==> src/rtl/regwin_pkg.sv <==
package regwin_pkg;

  typedef enum logic [1:0] {
    RGN_NONE   = 2'd0,
    RGN_LEGACY = 2'd1,
    RGN_MODE   = 2'd2,
    RGN_EXT    = 2'd3
  } region_e;

  // Strobes from control to datapath, one cycle each
  typedef struct packed {
    logic       latch;    // capture request fields
    logic       portRd;
    logic       portWr;
    logic       modeIdx;  // load index latch
    logic       modeRd;
    logic       modeWr;
    logic       extRd;
    logic       extWr;
    logic       done;
    logic [1:0] step;     // byte step (legacy) or {transfer, phase} (mode)
  } strobe_t;

  localparam logic [31:0] MAGIC_BIG    = 32'hBEBE_BEBE;
  localparam logic [31:0] MAGIC_LITTLE = 32'h1E1E_1E1E;

endpackage

==> src/rtl/regwin_decode.sv <==
module regwin_decode
  import regwin_pkg::*;
#(
  parameter int ADDR_W    = 12,
  parameter int OFF_W     = 8,
  parameter int LEG_BASE  = 'h400,
  parameter int LEG_SIZE  = 'h20,
  parameter int MODE_BASE = 'h500,
  parameter int MODE_SIZE = 'h17,
  parameter int EXT_BASE  = 'h600,
  parameter int EXT_SIZE  = 8,
  parameter bit EXT_EN    = 1'b1
) (
  input  logic [ADDR_W-1:0] hostAddr,
  input  logic [1:0]        hostSize,
  output region_e           region,
  output logic [OFF_W-1:0]  offset
);

  int   addrI;
  logic legHit;
  logic modeHit;
  logic extHit;

  assign addrI   = int'(hostAddr);
  assign legHit  = (addrI >= LEG_BASE)  && (addrI < LEG_BASE + LEG_SIZE);
  assign modeHit = (addrI >= MODE_BASE) && (addrI < MODE_BASE + MODE_SIZE);

  generate
    if (EXT_EN) begin : g_ext
      assign extHit = (addrI >= EXT_BASE) && (addrI < EXT_BASE + EXT_SIZE)
                      && (hostSize == 2'd2);
    end else begin : g_noext
      assign extHit = 1'b0;
    end
  endgenerate

  always_comb begin
    region = RGN_NONE;
    offset = '0;
    if (hostSize != 2'd3) begin
      if (legHit) begin
        region = RGN_LEGACY;
        offset = OFF_W'(addrI - LEG_BASE);
      end else if (modeHit) begin
        region = RGN_MODE;
        offset = OFF_W'(addrI - MODE_BASE);
      end else if (extHit) begin
        region = RGN_EXT;
        offset = OFF_W'(addrI - EXT_BASE);
      end
    end
  end

endmodule

==> src/rtl/regwin_ctrl.sv <==
module regwin_ctrl
  import regwin_pkg::*;
(
  input  logic       clk,
  input  logic       rstN,
  input  logic       hostRd,
  input  logic       hostWr,
  input  logic [1:0] hostSize,
  input  region_e    region,
  output strobe_t    strb
);

  typedef enum logic [1:0] {ST_IDLE, ST_RUN, ST_DONE} state_e;

  state_e     state;
  region_e    rgnReg;
  logic       wrReg;
  logic [1:0] stepReg;
  logic [1:0] lastStep;
  logic [2:0] nSteps;
  logic       start;

  assign start = (state == ST_IDLE) && (hostRd || hostWr);

  // Back-end strobe cycles needed by the decoded request
  always_comb begin
    case (region)
      RGN_LEGACY: nSteps = 3'(1 << hostSize);
      RGN_MODE:   nSteps = (hostSize == 2'd2) ? 3'd4 : 3'd2;
      default:    nSteps = 3'd0;
    endcase
  end

  always_ff @(posedge clk or negedge rstN) begin
    if (!rstN) begin
      state    <= ST_IDLE;
      rgnReg   <= RGN_NONE;
      wrReg    <= 1'b0;
      stepReg  <= '0;
      lastStep <= '0;
    end else begin
      case (state)
        ST_IDLE: if (start) begin
          rgnReg   <= region;
          wrReg    <= hostWr;
          stepReg  <= '0;
          lastStep <= 2'(nSteps - 3'd1);
          state    <= (nSteps == 3'd0) ? ST_DONE : ST_RUN;
        end
        ST_RUN: begin
          if (stepReg == lastStep) state <= ST_DONE;
          else stepReg <= stepReg + 2'd1;
        end
        default: state <= ST_IDLE;
      endcase
    end
  end

  always_comb begin
    strb       = '0;
    strb.latch = start;
    strb.step  = stepReg;
    if (state == ST_RUN) begin
      if (rgnReg == RGN_LEGACY) begin
        strb.portRd = !wrReg;
        strb.portWr = wrReg;
      end else if (rgnReg == RGN_MODE) begin
        strb.modeIdx = !stepReg[0];
        strb.modeRd  = stepReg[0] && !wrReg;
        strb.modeWr  = stepReg[0] && wrReg;
      end
    end
    if (state == ST_DONE) begin
      strb.done  = 1'b1;
      strb.extRd = (rgnReg == RGN_EXT) && !wrReg;
      strb.extWr = (rgnReg == RGN_EXT) && wrReg;
    end
  end

  // completion is a single-cycle pulse
  a_r10_done_pulse: assert property (@(posedge clk) disable iff (!rstN)
    strb.done |=> !strb.done);

  // at most one back-end strobe in any cycle
  a_r9_one_strobe: assert property (@(posedge clk) disable iff (!rstN)
    $onehot0({strb.portRd, strb.portWr, strb.modeIdx, strb.modeRd, strb.modeWr}));

  // data port strobe always follows an index load
  a_r4_index_first: assert property (@(posedge clk) disable iff (!rstN)
    (strb.modeRd || strb.modeWr) |-> $past(strb.modeIdx));

  // no new request is taken while a transfer is running
  a_r10_no_latch_busy: assert property (@(posedge clk) disable iff (!rstN)
    (strb.portRd || strb.portWr || strb.modeIdx || strb.modeRd || strb.modeWr)
      |-> !strb.latch);

endmodule

==> src/rtl/regwin_dpath.sv <==
module regwin_dpath
  import regwin_pkg::*;
#(
  parameter int ADDR_W    = 12,
  parameter int OFF_W     = 8,
  parameter int PORT_W    = 10,
  parameter int PORT_BASE = 'h3C0,
  parameter int LEG_SIZE  = 'h20,
  parameter int EXT_SIZE  = 8
) (
  input  logic              clk,
  input  logic              rstN,
  input  strobe_t           strb,
  input  logic [OFF_W-1:0]  offset,
  input  logic [1:0]        hostSize,
  input  logic [31:0]       hostWdata,
  output logic              hostDone,
  output logic [31:0]       hostRdata,
  output logic [PORT_W-1:0] portAddr,
  output logic [7:0]        portWdata,
  output logic              portRd,
  output logic              portWr,
  input  logic [7:0]        portRdata,
  output logic              modeIdxWr,
  output logic              modeDataWr,
  output logic              modeDataRd,
  output logic [15:0]       modeWdata,
  input  logic [15:0]       modeRdata,
  output logic              bigEndianFb
);

  localparam int PORT_LAST = PORT_BASE + LEG_SIZE + 2;

  logic [OFF_W-1:0] offReg;
  logic [31:0]      wdataReg;
  logic [1:0]       sizeReg;
  logic [31:0]      rdataReg;
  logic             flagReg;
  logic             xfer;
  logic [15:0]      modeIndex;
  logic [15:0]      modeWord;
  logic [15:0]      modeRead;
  logic [31:0]      extVal;

  assign xfer      = strb.step[1];
  assign modeIndex = 16'(offReg >> 1) + 16'(xfer);
  assign modeWord  = (sizeReg == 2'd0) ? {8'h00, wdataReg[7:0]}
                                       : wdataReg[{xfer, 4'b0000} +: 16];
  assign modeRead  = (sizeReg == 2'd0) ? {8'h00, modeRdata[7:0]} : modeRdata;

  assign portAddr   = PORT_W'(PORT_BASE) + PORT_W'(offReg) + PORT_W'(strb.step);
  assign portWdata  = wdataReg[{strb.step, 3'b000} +: 8];
  assign portRd     = strb.portRd;
  assign portWr     = strb.portWr;
  assign modeIdxWr  = strb.modeIdx;
  assign modeDataWr = strb.modeWr;
  assign modeDataRd = strb.modeRd;
  assign modeWdata  = strb.modeIdx ? modeIndex : modeWord;

  always_comb begin
    case (int'(offReg))
      0:       extVal = 32'(EXT_SIZE);
      4:       extVal = flagReg ? MAGIC_BIG : MAGIC_LITTLE;
      default: extVal = 32'h0;
    endcase
  end

  assign hostDone    = strb.done;
  assign hostRdata   = !strb.done ? 32'h0 : (strb.extRd ? extVal : rdataReg);
  assign bigEndianFb = flagReg;

  always_ff @(posedge clk or negedge rstN) begin
    if (!rstN) begin
      offReg   <= '0;
      wdataReg <= '0;
      sizeReg  <= '0;
      rdataReg <= '0;
      flagReg  <= 1'b0;
    end else begin
      if (strb.latch) begin
        offReg   <= offset;
        wdataReg <= hostWdata;
        sizeReg  <= hostSize;
        rdataReg <= '0;
      end
      if (strb.portRd) rdataReg[{strb.step, 3'b000} +: 8] <= portRdata;
      if (strb.modeRd) rdataReg[{xfer, 4'b0000} +: 16] <= modeRead;
      if (strb.extWr && (int'(offReg) == 4)) begin
        if (wdataReg == MAGIC_BIG) flagReg <= 1'b1;
        else if (wdataReg == MAGIC_LITTLE) flagReg <= 1'b0;
      end
    end
  end

  // flag moves only in an extension write cycle
  a_r6_flag_hold: assert property (@(posedge clk) disable iff (!rstN)
    !strb.extWr |=> $stable(bigEndianFb));

  // port addresses stay within the remapped legacy range
  a_r2_port_range: assert property (@(posedge clk) disable iff (!rstN)
    (portRd || portWr) |-> (int'(portAddr) >= PORT_BASE && int'(portAddr) <= PORT_LAST));

  // read data is zero outside the completion cycle
  a_r9_rdata_quiet: assert property (@(posedge clk) disable iff (!rstN)
    (portRd || portWr || modeIdxWr || modeDataRd || modeDataWr) |-> hostRdata == 32'h0);

endmodule

==> src/rtl/mmio_regwin.sv <==
module mmio_regwin
  import regwin_pkg::*;
#(
  parameter int ADDR_W    = 12,
  parameter int PORT_W    = 10,
  parameter int PORT_BASE = 'h3C0,
  parameter int LEG_BASE  = 'h400,
  parameter int LEG_SIZE  = 'h20,
  parameter int MODE_BASE = 'h500,
  parameter int MODE_SIZE = 'h17,
  parameter int EXT_BASE  = 'h600,
  parameter int EXT_SIZE  = 8,
  parameter bit EXT_EN    = 1'b1
) (
  input  logic              clk,
  input  logic              rstN,
  input  logic [ADDR_W-1:0] hostAddr,
  input  logic [1:0]        hostSize,
  input  logic [31:0]       hostWdata,
  input  logic              hostRd,
  input  logic              hostWr,
  output logic              hostDone,
  output logic [31:0]       hostRdata,
  output logic [PORT_W-1:0] portAddr,
  output logic [7:0]        portWdata,
  output logic              portRd,
  output logic              portWr,
  input  logic [7:0]        portRdata,
  output logic              modeIdxWr,
  output logic              modeDataWr,
  output logic              modeDataRd,
  output logic [15:0]       modeWdata,
  input  logic [15:0]       modeRdata,
  output logic              bigEndianFb
);

  localparam int OFF_W = 8;

  region_e          region;
  logic [OFF_W-1:0] offset;
  strobe_t          strb;

  regwin_decode #(
    .ADDR_W(ADDR_W), .OFF_W(OFF_W),
    .LEG_BASE(LEG_BASE), .LEG_SIZE(LEG_SIZE),
    .MODE_BASE(MODE_BASE), .MODE_SIZE(MODE_SIZE),
    .EXT_BASE(EXT_BASE), .EXT_SIZE(EXT_SIZE), .EXT_EN(EXT_EN)
  ) u_decode (
    .hostAddr(hostAddr), .hostSize(hostSize),
    .region(region), .offset(offset)
  );

  regwin_ctrl u_ctrl (
    .clk(clk), .rstN(rstN), .hostRd(hostRd), .hostWr(hostWr),
    .hostSize(hostSize), .region(region), .strb(strb)
  );

  regwin_dpath #(
    .ADDR_W(ADDR_W), .OFF_W(OFF_W), .PORT_W(PORT_W),
    .PORT_BASE(PORT_BASE), .LEG_SIZE(LEG_SIZE), .EXT_SIZE(EXT_SIZE)
  ) u_dpath (
    .clk(clk), .rstN(rstN), .strb(strb), .offset(offset),
    .hostSize(hostSize), .hostWdata(hostWdata),
    .hostDone(hostDone), .hostRdata(hostRdata),
    .portAddr(portAddr), .portWdata(portWdata),
    .portRd(portRd), .portWr(portWr), .portRdata(portRdata),
    .modeIdxWr(modeIdxWr), .modeDataWr(modeDataWr), .modeDataRd(modeDataRd),
    .modeWdata(modeWdata), .modeRdata(modeRdata),
    .bigEndianFb(bigEndianFb)
  );

endmodule

==> config.mk <==
export PLATFORM = sky130hd
export DESIGN_NAME = mmio_regwin
export DESIGN_NICKNAME = d
export VERILOG_FILES = /design/src/rtl/regwin_pkg.sv /design/src/rtl/regwin_decode.sv /design/src/rtl/regwin_ctrl.sv /design/src/rtl/regwin_dpath.sv /design/src/rtl/mmio_regwin.sv
export SDC_FILE = /design/constraint.sdc
export NUM_CORES = 1
export LEC_CHECK = 0
export BUFFER_PORTS_ARGS = -buffer_cell sky130_fd_sc_hd__buf_2
export CAP_MARGIN = 20
export CORE_MARGIN = 5
export CORE_UTILIZATION = 39
export CTS_BUF_LIST = sky130_fd_sc_hd__clkbuf_16
export DETAILED_ROUTE_END_ITERATION = 10
export PLACE_DENSITY_LB_ADDON = 0.25
export SYNTH_ARGS = -nofsm -noshare
export SYNTH_HDL_FRONTEND = slang
export SYNTH_SLANG_ARGS = --single-unit
==> constraint.sdc <==
create_clock -name clk -period 3.1 [get_ports clk]
set_input_delay 0.62 -clock clk [delete_from_list [all_inputs] [get_ports clk]]
set_output_delay 0.62 -clock clk [all_outputs]
set_load 0.005 [all_outputs]
Word level (Yosys, flattened, before mapping)
Cells that the tools add are included.
{"block": "classes", "addsub": 10, "n_eq_ne": 17, "n_shift": 7, "order_cmp": 6, "mux": 36, "n_reduce_logical": 23}
{"op": "32-bit two-way mux", "n": 6}
{"op": "32-bit bitwise mux", "n": 2}
{"op": "32-bit case mux with 2 select lines", "n": 1}
{"op": "16-bit two-way mux", "n": 3}
{"op": "12-bit by 11-bit greater-or-equal comparator with 1-bit output (second input constant)", "n": 3}
{"op": "12-bit by 11-bit < comparator with 1-bit output (second input constant)", "n": 3}
{"op": "32-bit by 29-bit equality test with 1-bit output (second input constant)", "n": 1}
{"op": "32-bit equality test (second input constant)", "n": 1}
{"op": "8-bit two-way mux", "n": 4}
{"op": "16-bit by 7-bit variable shift with 32-bit output (first input constant)", "n": 1}
{"op": "8-bit by 7-bit variable shift with 32-bit output (first input constant)", "n": 1}
{"op": "16-bit by 7-bit indexed part select with 32-bit output", "n": 1}
{"op": "32-bit by 6-bit indexed part select with 16-bit output", "n": 1}
{"op": "32-bit by 6-bit indexed part select with 8-bit output", "n": 1}
{"op": "8-bit by 7-bit indexed part select with 32-bit output", "n": 1}
{"op": "8-bit by 1-bit subtractor with 8-bit output (second input constant)", "n": 3}
{"op": "2-bit two-way mux", "n": 10}
{"op": "5-bit negator with 7-bit output", "n": 2}
{"op": "3-bit two-way mux", "n": 4}
{"op": "10-bit by 2-bit adder with 10-bit output", "n": 1}
{"op": "7-bit by 9-bit adder with 10-bit output (first input constant)", "n": 1}
{"op": "2-bit equality test (second input constant)", "n": 5}
{"op": "1-bit logical AND", "n": 10}
{"op": "7-bit by 1-bit adder with 8-bit output", "n": 1}
{"op": "21 further kinds", "n": 32}
{"block": "totals", "out_inout_bits": 73, "inputBits": 74, "word_cells": 109, "ff_bits": 84}

Logic depth before layout (Yosys ltp)
{"block": "logic_depth", "word_depth": 13, "depth_mapped": 12, "mapped_depth_nobuf": 12}

Modules after synthesis
From an unflattened synthesis, not the netlist that was laid out.
{"block": "unflattened", "cells_unflattened": 535, "hier_area_um2": 5102.4}
{"mod": "regwin_dpath", "area_per_inst_um2": 4324.1, "n_inst": 1, "cells_per_inst": 449, "seq_area_each_um2": 1876.8}
{"mod": "regwin_ctrl", "area_per_inst_um2": 596.8, "n_inst": 1, "cells_per_inst": 63, "seq_area_each_um2": 225.2}
{"mod": "regwin_decode", "area_per_inst_um2": 181.4, "n_inst": 1, "cells_per_inst": 23, "seq_area_each_um2": 0.0}

Least setup slack after synthesis
No wires, ideal clock.
{"block": "synth_path", "path_type": "in2reg", "from": "input port hostAddr[7]", "to": "register u_ctrl.state[0]", "stages": 11, "t_required_ps": 3005, "path_buffers": 0, "setup_ps": 95, "slack_ps": 825, "arrival_time_ps": 2179, "path_cell_list": "nor4_1 nand3_1 a211o_1 inv_1 ha_1 a21oi_1 o21ai_0 nand2b_1 ha_1 o31a_1 o31ai_1"}
{"block": "synth_via", "elab_chain_cells": 13, "elab_cells_between_ends": 21, "cone_classes": "6 x order compare; 2 x eq/ne; 8 x mux; 5 x reduce/logical"}
{"item": "start, declared", "line": "mmio_regwin.sv:17", "rtl": "input logic [ADDR_W-1:0] hostAddr,"}
{"item": "12-bit by 11-bit greater-or-equal comparator with 1-bit output / 12-bit by 11-bit < comparator with 1-bit output (equally long branches)", "line": "regwin_decode.sv:31", "rtl": "assign extHit = (addrI >= EXT_BASE) && (addrI < EXT_BASE + EXT_SIZE)"}
{"item": "1-bit logical AND", "line": "regwin_decode.sv:31"}
{"item": "1-bit logical AND", "line": "regwin_decode.sv:32", "rtl": "&& (hostSize == 2'd2);"}
{"item": "2-bit two-way mux", "line": "regwin_decode.sv:48", "rtl": "end else if (extHit) begin"}
{"item": "2-bit two-way mux", "line": "regwin_decode.sv:45", "rtl": "end else if (modeHit) begin"}
{"item": "2-bit two-way mux (*)", "line": "regwin_decode.sv:42", "rtl": "if (legHit) begin"}
{"item": "2-bit two-way mux (*)", "line": "regwin_decode.sv:41", "rtl": "if (hostSize != 2'd3) begin"}
{"item": "net region[1]", "line": "mmio_regwin.sv:39", "rtl": "region_e region;"}
{"item": "2-bit equality test / 2-bit by 1-bit equality test with 1-bit output (equally long branches)", "line": "regwin_ctrl.sv:27", "rtl": "case (region)"}
{"item": "3-bit case mux with 2 select lines (*)", "line": "regwin_ctrl.sv:27"}
{"item": "3-bit zero test (*)", "line": "regwin_ctrl.sv:48", "rtl": "state <= (nSteps == 3'd0) ? ST_DONE : ST_RUN;"}
{"item": "2-bit two-way mux (*)", "line": "regwin_ctrl.sv:48"}
{"item": "2-bit two-way mux (*)", "line": "regwin_ctrl.sv:43", "rtl": "ST_IDLE: if (start) begin"}
{"item": "2-bit case mux with 2 select lines (*)", "line": "regwin_ctrl.sv:42", "rtl": "case (state)"}
{"item": "end signal, assigned", "line": "regwin_ctrl.sv:48"}
{"item": "end, declared", "line": "regwin_ctrl.sv:15", "rtl": "state_e state;"}
Mark *: on every way through the listed nets, which the timed path passes. The rest lies on a longest branch. The select of a mux whose other input is x is not followed.
A chain may end at the register's enable or synchronous reset.

Final worst setup path
{"block": "layout_path", "from": "register u_dpath.offReg[6]", "to": "output port hostRdata[9]"}
{"block": "layout_via", "elab_chain_cells": 4, "elab_cells_between_ends": 5, "cone_classes": "1 x eq/ne; 3 x mux; 1 x reduce/logical"}
{"item": "start, declared", "line": "regwin_dpath.sv:34", "rtl": "logic [OFF_W-1:0] offReg;"}
{"item": "start signal, assigned", "line": "regwin_dpath.sv:81", "rtl": "offReg <= offset;"}
{"item": "8-bit by 3-bit equality test with 1-bit output / 8-bit zero test (equally long branches)", "line": "regwin_dpath.sv:61", "rtl": "case (int'(offReg))"}
{"item": "32-bit case mux with 2 select lines (*)", "line": "regwin_dpath.sv:61"}
{"item": "32-bit two-way mux (*) (2 in series)", "line": "regwin_dpath.sv:69", "rtl": "assign hostRdata = !strb.done ? 32'h0 : (strb.extRd ? extVal : rdataReg);"}
{"item": "end, declared", "line": "mmio_regwin.sv:23", "rtl": "output logic [31:0] hostRdata,"}
Every way passes the cells marked *; elsewhere a longest branch is shown, timed or not.

==> results.toml <==
[critical_path]
ff2ff_path_depth = 4
critPathSlowestCell = "dfrtp_1"
r2r_end = "u_dpath.offReg[1]"
critPathMaxFanout = 15
required_ns = 2.48
worstPathCellList = "nor4_1, nand3_1, a21boi_4, o21a_1, buf_2"
crit_path_end_kind = "output port"
r2r_slack_ns = 0.88
path_buf_inv = 1
crit_path_max_incr_delay_ns = 0.48
timing.rr.start = "u_ctrl.state[0]"
crit_family = "simple AND/OR/NAND/NOR gates"
start_kind = "flip-flop"
arrival_ns = 2.28
critPathKind = "reg -> out"

[sta]
relSlewSlack = 0.344
hold_violations = 0
tightest_slew_ns = 0.985
setup-tns-final_ns = 0
max_freq_mhz = 344
whs_ns = 0.284
setup_violations = 0
layout_min_cycle_time_ns = 2.90
min_period_over_period = 0.937
finalWorstSetupSlack_ns = 0.197
report.final.slew_viol_count = 0
grt_setup_unrepaired = "false"
finalClockSkew_ns = 0.00925

[logic_synthesis]
yosys_register_bits = 84
synth_top_area_share = 0.415
syn_inst = 580
ys_top_cells_by_area = "dfrtp_1 (41%), nand2_1 (9.2%), a21oi_1 (4.9%)"
ys_types = 52
ys_seq_area_frac = 0.415
synth_flop_cell = "dfrtp_1"
syn_area_sq_um = 5070
synth-async-reset-ratio = 1.00
synth_edf_count = 0
synth_nets = 667
synth_warnings = 0
syn_area_per_cell_sq_um = 8.73
synth_top_area_cell = "dfrtp_1"

[global_route]
grt_pass1_wl_um = 25500
grt_overflow = 0
grt_max_degree = 48
grt_pass1_vias = 4794
track_usage = 0.214
antenna_found_initial = 0

[route]
vias_per_cell = 5.57
ant_nets = 0
num_vias = 4936
avgRoutedWirePerCell_um = 18.4
drcViolationCount = 0
drt_wl_total_um = 16300
drt_pre_antenna_iters = 5
drt_iter0_drc = 514

[clock_network]
cts_tree = "yes"
cts_buffer_depth = 2
clock_sinks = 84
cts_setup_buffers = 0
clk_pin_slew_worst_paths_ns = 0.07
clock_latency_ns = 0.35
clockRootBuffer = "clkbuf_16"
cts-htree-levels = 3
cts_buffers = 9

[floorplan]
die_area_sq_um = 15400
dieWidth_um = 124
die_h_um = 124
start_util = 0.400
coreArea_sq_um = 12700
fp-row-count = 41
io_pins = 147

[finish]
drive_gt1_frac = 0.272
syn_to_final_growth_pct = 23.3
nFillCells = 1242
nets = 796
diodes = 0
final_util = 0.493
finalNonFillerCells = 886

[placement]
place_ws_ns = 0.403
dp_cells = 870
dp_hpwl_um = 11900
port_buffers = 146
routabilityCongestion = 0.954

[power_and_ir_drop]
ir_worst_vdd_uv = 256
p_leak_nw = 3.14
powerDensity_nw_per_um2 = 452

[worst_hold_path]
hold_class = "in -> async"

[run_status]
status = "finished clean"

[flow_run]
maxCapViolations = 0
-- stage by stage --
step	area [sq um]	power [mW]
floorplan	5070	1.53
global placement	5950	1.79
detailed placement	5950	1.80
CTS	6240	2.84
global route	6240	2.95
finish	6240	2.83
-- report_power, final --
| group | switching, mW | total, mW | internal, mW |
|---|---|---|---|
| combinational | 0.286 | 0.482 | 0.197 |
| clock | 0.485 | 1.04 | 0.554 |
| sequential | 0.120 | 1.30 | 1.18 |
| total | 0.891 | 2.83 | 1.93 |
-- Yosys cell counts (2+ instances only) --
cell type / n
mux2i_1: 18
and3_1: 11
xor2_1: 4
and2_1: 6
ha_1: 12
nand2b_1: 7
inv_1: 11
nor2_1: 47
or2_2: 3
a32oi_1: 17
nor4_1: 6
nor3b_1: 3
o21a_1: 16
nand2_1: 124
nor4_4: 3
mux4_2: 8
nor3_1: 4
clkbuf_1: 28
a31oi_1: 11
buf_2: 6
buf_1: 5
xnor2_1: 8
a22oi_1: 8
a22o_1: 6
o21ai_0: 14
nand3b_1: 2
nand4_1: 16
a21oi_1: 50
nand3_1: 19
dfrtp_1: 84
nor2b_1: 2
-- how the worst max path moves through the flow --
stage,endpoint,cells after the start,startpoint,slack (ns)
after floorplan,u_ctrl.state[0],11,hostAddr[7],0.83
after global placement,u_ctrl.state[0],12,hostAddr[7],0.52
after detailed placement,u_ctrl.state[0],12,hostSize[0],0.40
after CTS,hostRdata[2],5,u_dpath.offReg[6],0.03
after global routing,hostRdata[9],5,u_dpath.offReg[6],0.01
final,hostRdata[9],5,u_dpath.offReg[6],0.20
-- per-layer routing --
metal | wire length (um) | global-route usage | vias to the layer above | part of all wire
li1 | - | - | 2313 | -
met1 | 7360 | 0.306 | 2400 | 0.45
met2 | 7450 | 0.329 | 196 | 0.46
met3 | 1190 | 0.0404 | 27 | 0.073
met4 | 297 | 0.0705 | 0 | 0.018
met5 | 0 | 0 | - | 0
-- cell usage in the layout (no fill, tap or decap), types with 6 or more instances in the layout --
master	count
a32oi_1	17
o21a_1	16
a22oi_1	8
and2_1	6
inv_1	11
a22o_1	6
a31oi_1	11
nand3_1	19
clkbuf_16	9
nand2b_1	7
ha_1	12
nor4_1	6
o21ai_0	14
mux4_2	8
and3_1	11
nand2_1	123
buf_4	12
xnor2_1	8
nor2_1	47
a21oi_1	50
mux2i_1	18
buf_2	145
nand4_1	16
dfrtp_1	84
-- registers in the layout, indices dropped and copies added, names as in the netlist --
register / cells
u_dpath.rdataReg: 32
u_ctrl.wrReg: 1
u_dpath.sizeReg: 2
u_ctrl.lastStep: 2
u_ctrl.state: 2
u_ctrl.stepReg: 2
u_ctrl.rgnReg: 2
u_dpath.offReg: 8
u_dpath.bigEndianFb: 1
u_dpath.wdataReg: 32
-- cell families (layout without fill, tap and decap cells) --
family | Yosys count | in the layout | share of synthesized area
flops | 84 | 84 | 0.415
xor+xnor | 12 | 12 | 0.0207
fa+ha+maj | 13 | 13 | 0.0336
buf+inv | 51 | 185 | 0.0408
mux | 26 | 26 | 0.0711
simple gates | 263 | 263 | 0.250
compound gates | 131 | 131 | 0.168
-- area by class of cell --
class | count | area [sq um] | area share
Clock inverter | 7 | 57.6 | 0.00922
Inverter | 11 | 41.3 | 0.00661
Clock buffer | 9 | 225 | 0.0361
Multi-Input combinational cell | 445 | 2770 | 0.443
Timing Repair Buffer | 158 | 836 | 0.134
Tap cell | 172 | 215 | 0.0345
Sequential cell | 84 | 2100 | 0.337
-- repair_timing --
item | CTS | global route
endpoints found under the setup margin | 0 | 15
hold buffers | 0 | 0
resized for setup | 0 | 1
-- worst register-to-register path: cells and delay by family (launching register included) --
family | cells | cell delay [ns]
AOI/OAI and AO/OA | 2 | 1.03
and+or+nand+nor | 2 | 0.67
DFF | 1 | 0.45
(Power assumes the default switching activity.)
